$ cat src/rtl/lcd4_pkg.sv
package lcd4_pkg;

    typedef enum logic [3:0] {
        S_POWER, S_BOOT_SEND, S_BOOT_WAIT, S_IDLE,
        S_HI_SEND, S_HI_WAIT, S_LO_SEND, S_LO_WAIT
    } seq_state_t;

    typedef enum logic [1:0] {P_IDLE, P_SETUP, P_PULSE, P_HOLD} nib_phase_t;

    localparam logic [1:0] KIND_CHAR   = 2'b00;
    localparam logic [1:0] KIND_CURSOR = 2'b01;

    // Cycles for a duration in ns, rounded up, never below one.
    function automatic longint unsigned ns_to_cyc(longint unsigned ns, longint unsigned hz);
        longint unsigned c;
        c = (ns * hz + 64'd999_999_999) / 64'd1_000_000_000;
        if (c == 0) c = 1;
        return c;
    endfunction

    function automatic logic [7:0] cfg_byte(logic [1:0] i);
        case (i)
            2'd0:    return 8'h28;
            2'd1:    return 8'h06;
            default: return 8'h0C;
        endcase
    endfunction

endpackage

$ cat src/rtl/lcd4_timer.sv
module lcd4_timer #(
    parameter int          W       = 8,
    parameter int unsigned RST_VAL = 1
) (
    input  logic         clk,
    input  logic         rst_n,
    input  logic         load,
    input  logic [W-1:0] val,
    output logic         busy
);
    logic [W-1:0] cnt_q;

    always_ff @(posedge clk or negedge rst_n) begin
        if (!rst_n)          cnt_q <= W'(RST_VAL);
        else if (load)       cnt_q <= val;
        else if (cnt_q != 0) cnt_q <= cnt_q - 1'b1;
    end

    assign busy = (cnt_q != 0);

endmodule

$ cat src/rtl/lcd4_nib_tx.sv
module lcd4_nib_tx
    import lcd4_pkg::*;
#(
    parameter int SU_CYC = 2,
    parameter int EN_CYC = 50
) (
    input  logic       clk,
    input  logic       rst_n,
    input  logic       start,
    input  logic [3:0] nib,
    input  logic       rs_in,
    output logic [3:0] d,
    output logic       rs,
    output logic       e,
    output logic       busy,
    output logic       done
);
    localparam int CW = $clog2(((SU_CYC > EN_CYC) ? SU_CYC : EN_CYC) + 1);

    nib_phase_t    phase_q;
    logic [CW-1:0] cnt_q;

    always_ff @(posedge clk or negedge rst_n) begin
        if (!rst_n) begin
            phase_q <= P_IDLE;
            cnt_q   <= '0;
            d       <= '0;
            rs      <= 1'b0;
            e       <= 1'b0;
        end else begin
            unique case (phase_q)
                P_IDLE: if (start) begin
                    d       <= nib;
                    rs      <= rs_in;
                    cnt_q   <= CW'(SU_CYC - 1);
                    phase_q <= P_SETUP;
                end
                P_SETUP: if (cnt_q == 0) begin
                    e       <= 1'b1;
                    cnt_q   <= CW'(EN_CYC - 1);
                    phase_q <= P_PULSE;
                end else cnt_q <= cnt_q - 1'b1;
                P_PULSE: if (cnt_q == 0) begin
                    e       <= 1'b0;
                    phase_q <= P_HOLD;
                end else cnt_q <= cnt_q - 1'b1;
                P_HOLD: phase_q <= P_IDLE;
                default: phase_q <= P_IDLE;
            endcase
        end
    end

    assign busy = (phase_q != P_IDLE);
    assign done = (phase_q == P_HOLD);

    // data and select already settled when enable rises
    a_r9_setup: assert property (@(posedge clk) disable iff (!rst_n)
        $rose(e) |-> $stable({d, rs}));
    // data and select unchanged while enable high and in the falling cycle
    a_r9_hold: assert property (@(posedge clk) disable iff (!rst_n)
        $past(e) |-> $stable({d, rs}));
    // a new transfer is never requested mid-transfer
    a_r9_start_idle: assert property (@(posedge clk) disable iff (!rst_n)
        start |-> !busy);

endmodule

$ cat src/rtl/lcd4_ctrl.sv
module lcd4_ctrl
    import lcd4_pkg::*;
#(
    parameter int CLK_HZ = 50_000_000
) (
    input  logic       clk,
    input  logic       rst_n,
    input  logic       cmd_valid,
    output logic       cmd_ready,
    input  logic [1:0] cmd_kind,
    input  logic [7:0] cmd_data,
    output logic [3:0] lcd_d,
    output logic       lcd_rs,
    output logic       lcd_rw,
    output logic       lcd_e
);
    localparam longint unsigned PWR_CYC    = ns_to_cyc(20_000_000, CLK_HZ);
    localparam longint unsigned LONG_CYC   = ns_to_cyc(5_000_000, CLK_HZ);
    localparam longint unsigned MID_CYC    = ns_to_cyc(200_000, CLK_HZ);
    localparam longint unsigned SETTLE_CYC = ns_to_cyc(40_000, CLK_HZ);
    localparam longint unsigned CLR_CYC    = ns_to_cyc(2_000_000, CLK_HZ);
    localparam longint unsigned GAP_CYC    = ns_to_cyc(1_000, CLK_HZ);
    localparam int              EN_CYC     = int'(ns_to_cyc(1_000, CLK_HZ));
    localparam int              SU_CYC     = int'(ns_to_cyc(40, CLK_HZ));
    localparam int              CNT_W      = $clog2(PWR_CYC + 1);

    seq_state_t       state_q, state_d;
    logic [1:0]       idx_q;
    logic [7:0]       byte_q;
    logic             rs_q, long_q, boot_q;
    logic             tx_start, tx_busy, tx_done, tx_rs;
    logic [3:0]       tx_nib;
    logic             tm_busy;
    logic [CNT_W-1:0] tm_val;
    logic             step_ok;

    assign step_ok = !tx_busy && !tm_busy;
    assign lcd_rw  = 1'b0;

    lcd4_timer #(.W(CNT_W), .RST_VAL(int'(PWR_CYC))) timer_i (
        .clk(clk), .rst_n(rst_n), .load(tx_done), .val(tm_val), .busy(tm_busy)
    );

    lcd4_nib_tx #(.SU_CYC(SU_CYC), .EN_CYC(EN_CYC)) nib_i (
        .clk(clk), .rst_n(rst_n), .start(tx_start), .nib(tx_nib), .rs_in(tx_rs),
        .d(lcd_d), .rs(lcd_rs), .e(lcd_e), .busy(tx_busy), .done(tx_done)
    );

    // State register
    always_ff @(posedge clk or negedge rst_n) begin
        if (!rst_n) state_q <= S_POWER;
        else        state_q <= state_d;
    end

    // Next state
    always_comb begin
        state_d = state_q;
        unique case (state_q)
            S_POWER:     if (!tm_busy) state_d = S_BOOT_SEND;
            S_BOOT_SEND: state_d = S_BOOT_WAIT;
            S_BOOT_WAIT: if (step_ok) state_d = (idx_q == 2'd3) ? S_HI_SEND : S_BOOT_SEND;
            S_IDLE:      if (cmd_valid) state_d = S_HI_SEND;
            S_HI_SEND:   state_d = S_HI_WAIT;
            S_HI_WAIT:   if (step_ok) state_d = S_LO_SEND;
            S_LO_SEND:   state_d = S_LO_WAIT;
            S_LO_WAIT:   if (step_ok) state_d = (boot_q && idx_q != 2'd2) ? S_HI_SEND : S_IDLE;
            default:     state_d = S_POWER;
        endcase
    end

    // Outputs of the sequencer
    always_comb begin
        cmd_ready = (state_q == S_IDLE);
        tx_start  = (state_q == S_BOOT_SEND) || (state_q == S_HI_SEND) || (state_q == S_LO_SEND);
        tx_rs     = rs_q;
        unique case (state_q)
            S_BOOT_SEND: tx_nib = (idx_q == 2'd3) ? 4'h2 : 4'h3;
            S_HI_SEND:   tx_nib = byte_q[7:4];
            default:     tx_nib = byte_q[3:0];
        endcase
        unique case (state_q)
            S_BOOT_WAIT: tm_val = (idx_q == 2'd0) ? CNT_W'(LONG_CYC) :
                                  (idx_q == 2'd1) ? CNT_W'(MID_CYC) : CNT_W'(SETTLE_CYC);
            S_HI_WAIT:   tm_val = CNT_W'(GAP_CYC);
            default:     tm_val = long_q ? CNT_W'(CLR_CYC) : CNT_W'(SETTLE_CYC);
        endcase
    end

    // Sequence context
    always_ff @(posedge clk or negedge rst_n) begin
        if (!rst_n) begin
            idx_q  <= '0;
            byte_q <= '0;
            rs_q   <= 1'b0;
            long_q <= 1'b0;
            boot_q <= 1'b1;
        end else begin
            if (state_q == S_BOOT_WAIT && step_ok) begin
                if (idx_q == 2'd3) begin
                    idx_q  <= 2'd0;
                    byte_q <= cfg_byte(2'd0);
                end else idx_q <= idx_q + 1'b1;
            end
            if (state_q == S_LO_WAIT && step_ok && boot_q) begin
                if (idx_q == 2'd2) boot_q <= 1'b0;
                else begin
                    idx_q  <= idx_q + 1'b1;
                    byte_q <= cfg_byte(idx_q + 1'b1);
                end
            end
            if (state_q == S_IDLE && cmd_valid) begin
                rs_q   <= (cmd_kind == KIND_CHAR);
                long_q <= cmd_kind[1];
                if (cmd_kind[1])                byte_q <= 8'h01;
                else if (cmd_kind == KIND_CURSOR)
                    byte_q <= (cmd_data[4] ? 8'h80 : 8'hC0) | {4'h0, cmd_data[3:0]};
                else                            byte_q <= cmd_data;
            end
        end
    end

    // no command taken while initialisation is running
    a_r11_locked_during_init: assert property (@(posedge clk) disable iff (!rst_n)
        boot_q |-> !cmd_ready);
    // ready drops once a command is taken
    a_r11_drop_after_accept: assert property (@(posedge clk) disable iff (!rst_n)
        (cmd_valid && cmd_ready) |=> !cmd_ready);
    // no nibble starts while a wait is still running
    a_r5_no_pulse_in_wait: assert property (@(posedge clk) disable iff (!rst_n)
        tx_start |-> !tm_busy);
    // enable stays low during the power-up wait
    a_r1_quiet_power: assert property (@(posedge clk) disable iff (!rst_n)
        (state_q == S_POWER) |-> !lcd_e);

endmodule

$ cat config.mk
export PLATFORM = sky130hd
export DESIGN_NAME = lcd4_ctrl
export DESIGN_NICKNAME = d
export VERILOG_FILES = /design/src/rtl/lcd4_pkg.sv /design/src/rtl/lcd4_timer.sv /design/src/rtl/lcd4_nib_tx.sv /design/src/rtl/lcd4_ctrl.sv
export SDC_FILE = /design/constraint.sdc
export NUM_CORES = 1
export LEC_CHECK = 0
export BUFFER_PORTS_ARGS = -buffer_cell sky130_fd_sc_hd__buf_2
export CORE_UTILIZATION = 60
export CTS_CLUSTER_SIZE = 10
export DETAILED_ROUTE_END_ITERATION = 16
export PLACE_DENSITY_LB_ADDON = 0.3
export SLEW_MARGIN = 20
export SYNTH_ARGS = -nofsm -noshare
export SYNTH_HDL_FRONTEND = slang
export SYNTH_SLANG_ARGS = --single-unit
$ cat constraint.sdc
create_clock -name clk -period 2.65 [get_ports clk]
set_input_delay 0.3975 -clock clk [delete_from_list [all_inputs] [get_ports clk]]
set_output_delay 0.3975 -clock clk [all_outputs]
set_load 0.02 [all_outputs]
==> impl_results.md, run 1 <==
- Worst-path cell chain: inv_1 -> ha_1 -> nand2b_1 -> or3_1 -> or4_1 -> o31ai_1 -> a211oi_1
- Number of vias per cell: 6.20
- Clock latency on the worst-skew pair: 0.31 ns
- Hold Buf Count CTS: 0
- Worst-Margin Slew: 0.680 ns
- Diode count: 0
- Worst slew margin: 0.543
- Fmax: 432 MHz
- CP startpoint kind: register
- R2R setup slack: 0.34 ns
- Initial antenna violation count: 0
- Simple-gate share of the synthesized area: 0.219
- R2r endpoint: state_q[1]$_DFFE_PN0P_
- Post-synth EDFFs: 0
- Clk sinks: 50
- # IOs: 21
- Main combinational cell family by area after synthesis: simple AND/OR/NAND/NOR gates
- I/O Buffers: 19
- CTS max path bufs: 2
- Critical Path Max Stage Delay: 0.58 ns
- Full die area: 5360 um2
- CP required: 2.83 ns
- Wire length per cell: 16.1 um
- Routed wire length: 6870 um
- Routed Antenna Nets: 0
- Synth Area in Compound Gates: 0.210
- First DRT Iteration DRCs: 211
- Area added between synthesis and finish: 10.3%
- CTS tree: built
- Worst setup path class: register to register
- Avg Cell Area, Syn: 9.14 um2
- Flops & latches, synth: 50
- Syn_nets: 361
- Detailed Routing Iterations Pass 1: 5
- Tmin final: 2.31 ns
- Total Routing Usage GR: 0.279
- Leakage: 1.56 nW
- H-tree levels: 2
- Power Density: 400 nW/um2
- Std-Cell Core Area: 4820 um2
- TritonCTS Buffers: 5
- Max-slew violation count: 0
- Crit path buf inv count: 1
- RSZ-0062 raised after global routing: false
- Worst-path clk slew: 0.10 ns
- Die width: 73.2 um
- Cells after synthesis: 333
- Worst EP arrival: 2.49 ns
- Setup-failing EPs final: 0
- Vias: 2643
- Layout cells sized above 1: 0.153
- Synthesized area: 3040 um2
- Final setup skew: 0.00890 ns
- Post-synth cell types: 60
- Number of global-route vias before repair: 2425
- Post-synth ARST share: 1.00
- Reg2Reg Depth: 7
- Max-Cap Viols: 0
- Grt ovf: 0
- Hold Path Class: primary input to asynchronous set/reset pin
- Element type at the critical path end: register
- Setup TNS: 0 ns
- Area share of fa/ha/maj cells after synthesis: 0.0617
- Post-cts repair resize count: 0
- First-pass GRT wire length: 11400 um
- Commonest non-fill, non-tap cell in the layout: dfrtp_1
- Reg2reg start: idx_q[0]$_DFF_PN0_
- Outcome: complete, no violations
- Final Total Pwr: 1.34 mW
- Final hold viol count: 0
- Post-DP HPWL: 4990 um
- Clock root cell: clkbuf_8
- Cell family with most CP delay: simple AND/OR/NAND/NOR gates
- Nets@finish: 386
- Mux cell area share after synthesis: 0.0210
- Routability cong.: 0.887
- Commonest cells after routing, fill and taps aside: dfrtp_1 (42), nor2_1 (33), o21ai_0 (31)
- Post-Synth XOR/XNOR Area: 0.0374
- CP max FO: 7
- Post-CTS Setup Inserts: 0
- Largest net degree at the start of global routing: 29
- Chip height: 73.2 um
- Post-synthesis sequential area ratio: 0.414
- Cell row count: 25
- VDD IR max: 0.000264 V
- Main flop type after synthesis: dfrtp_1
- Slowest cell on the critical path: or4_1
- Crit share post-route: 0.873
- DRC errors left: 0
- YS warnings: 0
- Starting density of the core: 0.632
==> state kept, by name, indices dropped and copies added, names as in the netlist, 2 cells and up <==
register,flops
timer_i.cnt_q,20
byte_q,8
nib_i.cnt_q,6
nib_i.d,4
state_q,3
idx_q,2
nib_i.phase_q,2
==> worst reg2reg max path: cells and delay by family (launching register included) <==
kind | cells | cell delay, ns
compound gates | 2 | 0.17
simple gates | 3 | 1.20
fa+ha+maj | 1 | 0.22
buf+inv | 1 | 0.12
flops | 1 | 0.47
==> how the worst max path moves through the flow <==
stage	slack [ns]	endpoint	cells after the start	startpoint
2_1_floorplan	0.53	state_q[1]$_DFFE_PN0P_	8	idx_q[0]$_DFF_PN0_
6_report	0.34	state_q[1]$_DFFE_PN0P_	7	idx_q[0]$_DFF_PN0_
3_5_place_dp	0.38	state_q[1]$_DFFE_PN0P_	7	idx_q[0]$_DFF_PN0_
4_1_cts	0.37	state_q[1]$_DFFE_PN0P_	7	idx_q[0]$_DFF_PN0_
3_3_place_gp	0.45	state_q[1]$_DFFE_PN0P_	7	idx_q[0]$_DFF_PN0_
5_1_grt	0.15	state_q[2]$_DFFE_PN0P_	7	timer_i.cnt_q[0]$_DFFE_PN0P_
==> cells by family (layout without fill, tap and decap cells) <==
| kind of cell | after synthesis | count (layout) |
|---|---|---|
| adders and majority gates | 15 | 15 |
| AOI/OAI and AO/OA | 96 | 96 |
| xor gates and xnor gates | 13 | 13 |
| buffers and inverters | 28 | 54 |
| and+or+nand+nor | 124 | 124 |
| other | 1 | 1 |
| DFF | 50 | 50 |
| muxes | 6 | 6 |
==> cell type report <==
cell class / count / area (um2)
clock buffer: 6 / 72.6
timing repair buffer: 28 / 163
clock inverter: 2 / 37.5
sequential: 50 / 1260
inverter: 18 / 67.6
tap: 67 / 83.8
multi-input combinational: 255 / 1670
fill: 398 / 1460
==> power by group <==
group | internal, mW | switching, mW | total, mW
sequential | 0.763 | 0 | 0.763
combinational | 0.00987 | 0.0226 | 0.0324
clock | 0.282 | 0.264 | 0.546
total | 1.05 | 0.287 | 1.34
==> routing by layer <==
| metal | routed length, um | share of wire | vias up | GRT usage |
|---|---|---|---|---|
| li1 | - | - | 1256 | - |
| met1 | 3090 | 0.45 | 1250 | 0.391 |
| met2 | 3220 | 0.47 | 127 | 0.439 |
| met3 | 472 | 0.069 | 10 | 0.0497 |
| met4 | 83 | 0.012 | 0 | 0.0871 |
| met5 | 0 | 0 | - | 0 |
==> cell usage after synthesis (3+ instances only) <==
cell type  count  area, um2
clkbuf_1       8       30.0
nand2_1       30        113
or3_1          5       31.3
nor2b_1        5       31.3
a32o_1         4       40.0
nand3_1        6       30.0
xor2_1         7       61.3
nor3b_1        6       45.0
o31ai_1        8       60.1
nor3_1        12       60.1
inv_1         18       67.6
and2_1         3       18.8
a22o_1         4       35.0
o2bb2ai_1      6       52.6
xnor2_1        6       52.6
ha_1          15        188
a21oi_1       17       85.1
o21ai_0       31        155
mux2i_1        3       30.0
nand4_1        3       18.8
o31a_1         3       26.3
dfstp_2        8        210
nor2_1        33        124
nor4_1         3       18.8
nand2b_1       3       18.8
dfrtp_1       42       1050
==> metrics by stage <==
step	hold WS (ns)	util	instance area (um2)	std cells	setup slack (ns)
after floorplan	0.102	-	3040	333	0.533
after global placement	0.399	0.674	3250	418	0.449
after detailed placement	0.403	0.674	3250	418	0.379
after CTS	0.0674	0.697	3360	426	0.368
after global routing	0.0886	0.697	3360	426	0.151
final	0.0614	0.697	3360	426	0.336
Power figures use the tool's default switching activity.
==> run 2: changes to the inputs <==
- RECOVER_POWER: default -> 100
- SKIP_LAST_GASP: default -> 1
==> run 2 against run 1 <==
The flow now finishes with violations (max-capacitance violations, max-slew violations). Cell count unchanged. Sequential power about the same. Critical path type unchanged. Critical path depth down 2. Global-route usage unchanged. Setup slack worse by 0.081 ns. Highest routed layer unchanged. Worst hold slack better by 0.26 ns. Count of clock-buffer cells in the layout unchanged. Non-clock buffer count unchanged. Critical endpoint is now byte_q[1]$_DFF_PN0_. Utilization down 1.0 points.
==> impl_results.md, run 2 (synthesized netlist as in run 1, its figures left out) <==
- Commonest non-fill, non-tap cell in the layout: dfrtp_1
- Critical Path Max Stage Delay: 0.47 ns
- Setup-failing EPs final: 0
- Grt ovf: 0
- Initial antenna violation count: 0
- Clk sinks: 50
- DRC errors left: 0
- CP required: 2.86 ns
- # IOs: 21
- CP max FO: 9
- H-tree levels: 2
- Largest net degree at the start of global routing: 29
- Smallest hold slack: 0.326 ns
- CP startpoint kind: register
- Max reg flops: 20
- First DRT Iteration DRCs: 219
- Failing checks: max-capacitance violations, max-slew violations
- Setup TNS: 0 ns
- Post-CTS Setup Inserts: 0
- Post-Place Worst Slack: 0.379 ns
- Worst slew margin: -0.0655
- Post-DP HPWL: 4990 um
- Total Routing Usage GR: 0.279
- Clk pwr share: 0.408
- Number of vias per cell: 6.17
- Layout cells sized above 1: 0.114
- Leakage: 1.52 nW
- Element type at the critical path end: register
- Vias: 2629
- Clock latency on the worst-skew pair: 0.31 ns
- VDD IR max: 0.000266 V
- Max-Cap Viols: 1
- Diode count: 0
- Slowest cell on the critical path: nor4_1
- Nets@finish: 386
- Worst-path clk slew: 0.10 ns
- Largest regs: timer_i.cnt_q: 20 flops, byte_q: 8 flops, nib_i.cnt_q: 6 flops
- I/O Buffers: 19
- Fmax: 418 MHz
- Final hold viol count: 0
- Post-cts repair resize count: 0
- Worst EP arrival: 2.60 ns
- Combinational share of power: 0.023
- Number of global-route vias before repair: 2425
- Hold Buf Count CTS: 0
- Std-Cell Core Area: 4820 um2
- Routability cong.: 0.887
- Commonest cells after routing, fill and taps aside: dfrtp_1 (42), nor2_1 (33), o21ai_0 (33)
- Routed wire length: 6830 um
- Die width: 73.2 um
- Crit share post-route: 0.904
- Cell family with most CP delay: simple AND/OR/NAND/NOR gates
- Worst-path cell chain: nor4_1 -> and4_1 -> nand3_1 -> o21a_1 -> a221o_1
- Top reg by flops: timer_i.cnt_q
- Final setup skew: 0.0114 ns
- Full die area: 5360 um2
- Worst Setup Slack, final: 0.255 ns
- Starting density of the core: 0.632
- Max-slew violation count: 29
- Area added between synthesis and finish: 8.67%
- Chip height: 73.2 um
- Routed Antenna Nets: 0
- Outcome: finished with violations
- CTS tree: built
- Cell area after layout: 3310 um2
- DP Area: 3250 um2
- Clock root cell: clkbuf_8
- Cell row count: 25
- Worst setup path class: register to register
- Detailed Routing Iterations Pass 1: 5
- Power Density: 405 nW/um2
- Flop pwr share: 0.569
- Worst-Margin Slew: 1.60 ns
- Tmin final: 2.40 ns
- Hold Path Class: primary input to register
- First-pass GRT wire length: 11400 um
- Sw Share: 0.214
- Final Total Pwr: 1.34 mW
- RSZ-0062 raised after global routing: false
- CTS max path bufs: 2
- Wire length per cell: 16.0 um
- Crit path buf inv count: 0
- Sw power: 287 uW
- Pint: 1.05 mW
- Number of fill cells: 406
- TritonCTS Buffers: 5
run 2: worst paths after layout:
path | start | to | slack, ns | depth (start not counted)
max in group asynchronous | rst_n | byte_q[5]$_DFF_PN0_ | 1.14 | 2
min in group asynchronous | rst_n | byte_q[0]$_DFF_PN0_ | 0.39 | 2
max | timer_i.cnt_q[4]$_DFFE_PN0P_ | byte_q[1]$_DFF_PN0_ | 0.25 | 5
max reg2reg | timer_i.cnt_q[4]$_DFFE_PN0P_ | byte_q[1]$_DFF_PN0_ | 0.25 | 5
min | cmd_kind[1] | long_q$_DFFE_PN0P_ | 0.33 | 3
min reg2reg | boot_q$_DFFE_PN1P_ | boot_q$_DFFE_PN1P_ | 0.48 | 1
run 2: power by group through the flow:
stage / combinational [mW] / sequential [mW] / clock, mW
detailed placement: 0.0330 / 0.778 / 0
CTS: 0.0331 / 0.763 / 0.549
finish: 0.0307 / 0.763 / 0.546
global route: 0.0351 / 0.763 / 0.575
global placement: 0.0322 / 0.778 / 0
floorplan: 0.00549 / 0.778 / 0
run 2: final cells by class:
type	count	area, um2	area share
multi-input cells	255	1650	0.498
flip-flops and latches	50	1260	0.381
repair buffers	28	139	0.0420
well taps	67	83.8	0.0253
clock buffers	6	72.6	0.0219
inverters	18	67.6	0.0204
clock inverters	2	37.5	0.0113
run 2: through the flow:
stage,cells,util
floorplan,333,-
global placement,418,0.674
detailed placement,418,0.674
CTS,426,0.697
global route,426,0.687
finish,426,0.687
run 2: per-layer routing:
metal  track usage  share of wire
met5             0              0
met4        0.0871          0.011
met3        0.0497          0.071
met2         0.439           0.47
met1         0.391           0.45
run 2: worst min-delay path, stage by stage:
cell and delay (ns):
buf_2 0.11, nand2_1 0.05, nand2_1 0.05
==> run 3: changes to the inputs <==
- BUFFER_PORTS_ARGS: -buffer_cell sky130_fd_sc_hd__buf_2 -> -buffer_cell sky130_fd_sc_hd__buf_4
- CTS_CLUSTER_SIZE: 10 -> 25
==> run 3 against run 2 <==
Total power fell by 0.18%. Count of clock-buffer cells in the layout unchanged. Cell count down 0.47%. Clock power down 0.9%. Largest cell class unchanged. Flip-flop and latch count unchanged. Setup slack improved by 0.0039 ns. Register-to-register slack hardly changed. Critical path depth increased by 3. The run now ends clean. Via count fell by 2.5%. Largest power group unchanged. Combinational power is 9.8% higher.
==> impl_results.md, run 3 (synthesized netlist as in run 1, its figures left out) <==
- Post-CTS Setup Inserts: 0
- Wire length per cell: 15.6 um
- Tmin final: 2.39 ns
- Largest net degree at the start of global routing: 51
- Total Routing Usage GR: 0.270
- Die width: 73.2 um
- Hold Path Class: primary input to register
- Worst-Margin Slew: 1.23 ns
- Nets@finish: 384
- Post-cts repair resize count: 0
- Crit path buf inv count: 2
- Worst-path clk slew: 0.10 ns
- Top reg by flops: timer_i.cnt_q
- Area added between synthesis and finish: 9.08%
- Reg2reg start: timer_i.cnt_q[0]$_DFFE_PN0P_
- Slowest cell on the critical path: dfrtp_1
- CP required: 2.89 ns
- Commonest cells after routing, fill and taps aside: dfrtp_1 (42), nor2_1 (33), o21ai_0 (33)
- Vias: 2562
- Cell family with most CP delay: simple AND/OR/NAND/NOR gates
- CTS tree: built
- Power Density: 403 nW/um2
- Final hold viol count: 0
- CP max FO: 8
- Initial antenna violation count: 0
- Crit share post-route: 0.902
- Worst-path cell chain: inv_1 -> ha_1 -> nor4b_1 -> nand4_1 -> nor2_1 -> clkbuf_1 -> nor4_1 -> mux2_1
- Setup TNS: 0 ns
- Leakage: 1.52 nW
- DRC errors left: 0
- Final setup skew: 0.0108 ns
- Commonest non-fill, non-tap cell in the layout: dfrtp_1
- Post-DP HPWL: 4840 um
- Routed Antenna Nets: 0
- First-pass GRT wire length: 11000 um
- Max-Cap Viols: 0
- Cell area after layout: 3320 um2
- CTS max path bufs: 2
- Largest regs: timer_i.cnt_q: 20 flops, byte_q: 8 flops, nib_i.cnt_q: 6 flops
- VDD IR max: 0.000279 V
- Hold Buf Count CTS: 0
- Worst EP arrival: 2.63 ns
- Clk sinks: 50
- Diode count: 0
- Post-Place Worst Slack: 0.421 ns
- Hold endpoint: byte_q[3]$_DFF_PN0_
- I/O Buffers: 19
- Outcome: complete, no violations
- Routed wire length: 6610 um
- Number of global-route vias before repair: 2388
- Grt ovf: 0
- CP startpoint kind: register
- Detailed Routing Iterations Pass 1: 5
- Cell row count: 25
- Reg2Reg Depth: 8
- Post-route insts no fill: 424
- TritonCTS Buffers: 5
- Smallest hold slack: 0.299 ns
- Chip height: 73.2 um
- # IOs: 21
- Max reg flops: 20
- Worst slew margin: 0.178
- Final Total Pwr: 1.34 mW
- H-tree levels: 2
- R2R setup slack: 0.26 ns
- Hold Startpoint: cmd_data[3]
- Core Util, Final: 0.689
- Element type at the critical path end: register
- Std-Cell Core Area: 4820 um2
- Clock root cell: clkbuf_8
- Routability cong.: 0.864
- Layout cells sized above 1: 0.109
- Clock latency on the worst-skew pair: 0.31 ns
- RSZ-0062 raised after global routing: false
- Placed instance count: 416
- Worst setup path class: register to register
- Setup-failing EPs final: 0
- Number of vias per cell: 6.04
- Critical Path Max Stage Delay: 0.40 ns
- DP Area: 3280 um2
- Starting density of the core: 0.632
- Max-slew violation count: 0
- First DRT Iteration DRCs: 164
- Fmax: 418 MHz
- Full die area: 5360 um2
- R2r endpoint: timer_i.cnt_q[19]$_DFFE_PN1P_
- Hold Path Cell Cnt: 2
- Worst Setup Slack, final: 0.259 ns
## run 3: cell types whose count changed in the layout (fill, tap and decap cells not counted)
| cell | previous run | this run |
|---|---|---|
| and2_0 | 1 | 2 |
| and2_1 | 2 | 1 |
| buf_2 | 12 | 0 |
| clkbuf_2 | 0 | 1 |
| buf_4 | 5 | 14 |
## run 3: worst max path at each step
stage,from,endpoint,cells past startpoint
floorplan,idx_q[0]$_DFF_PN0_,state_q[1]$_DFFE_PN0P_,8
global placement,idx_q[0]$_DFF_PN0_,state_q[1]$_DFFE_PN0P_,7
detailed placement,timer_i.cnt_q[0]$_DFFE_PN0P_,state_q[2]$_DFFE_PN0P_,7
CTS,timer_i.cnt_q[0]$_DFFE_PN0P_,state_q[2]$_DFFE_PN0P_,7
global route,timer_i.cnt_q[0]$_DFFE_PN0P_,timer_i.cnt_q[19]$_DFFE_PN1P_,8
finish,timer_i.cnt_q[0]$_DFFE_PN0P_,timer_i.cnt_q[19]$_DFFE_PN1P_,8
## run 3: report_power, final
group	switching, mW	internal, mW
combinational	0.0214	0.0123
clock	0.259	0.282
sequential	0	0.763
total	0.281	1.06
## run 3: layer usage
metal	global-route usage	up-vias	part of all wire
li1	-	1250	-
met1	0.379	1245	0.49
met2	0.419	57	0.46
met3	0.0580	10	0.042
met4	0.0806	0	0.013
met5	0	-	0
## run 3: layout make-up
type | count | area (um2)
clock inverters | 2 | 37.5
well taps | 67 | 83.8
repair buffers | 26 | 151
multi-input cells | 255 | 1650
inverters | 18 | 67.6
flip-flops and latches | 50 | 1260
clock buffers | 6 | 72.6
fillers | 412 | 1500
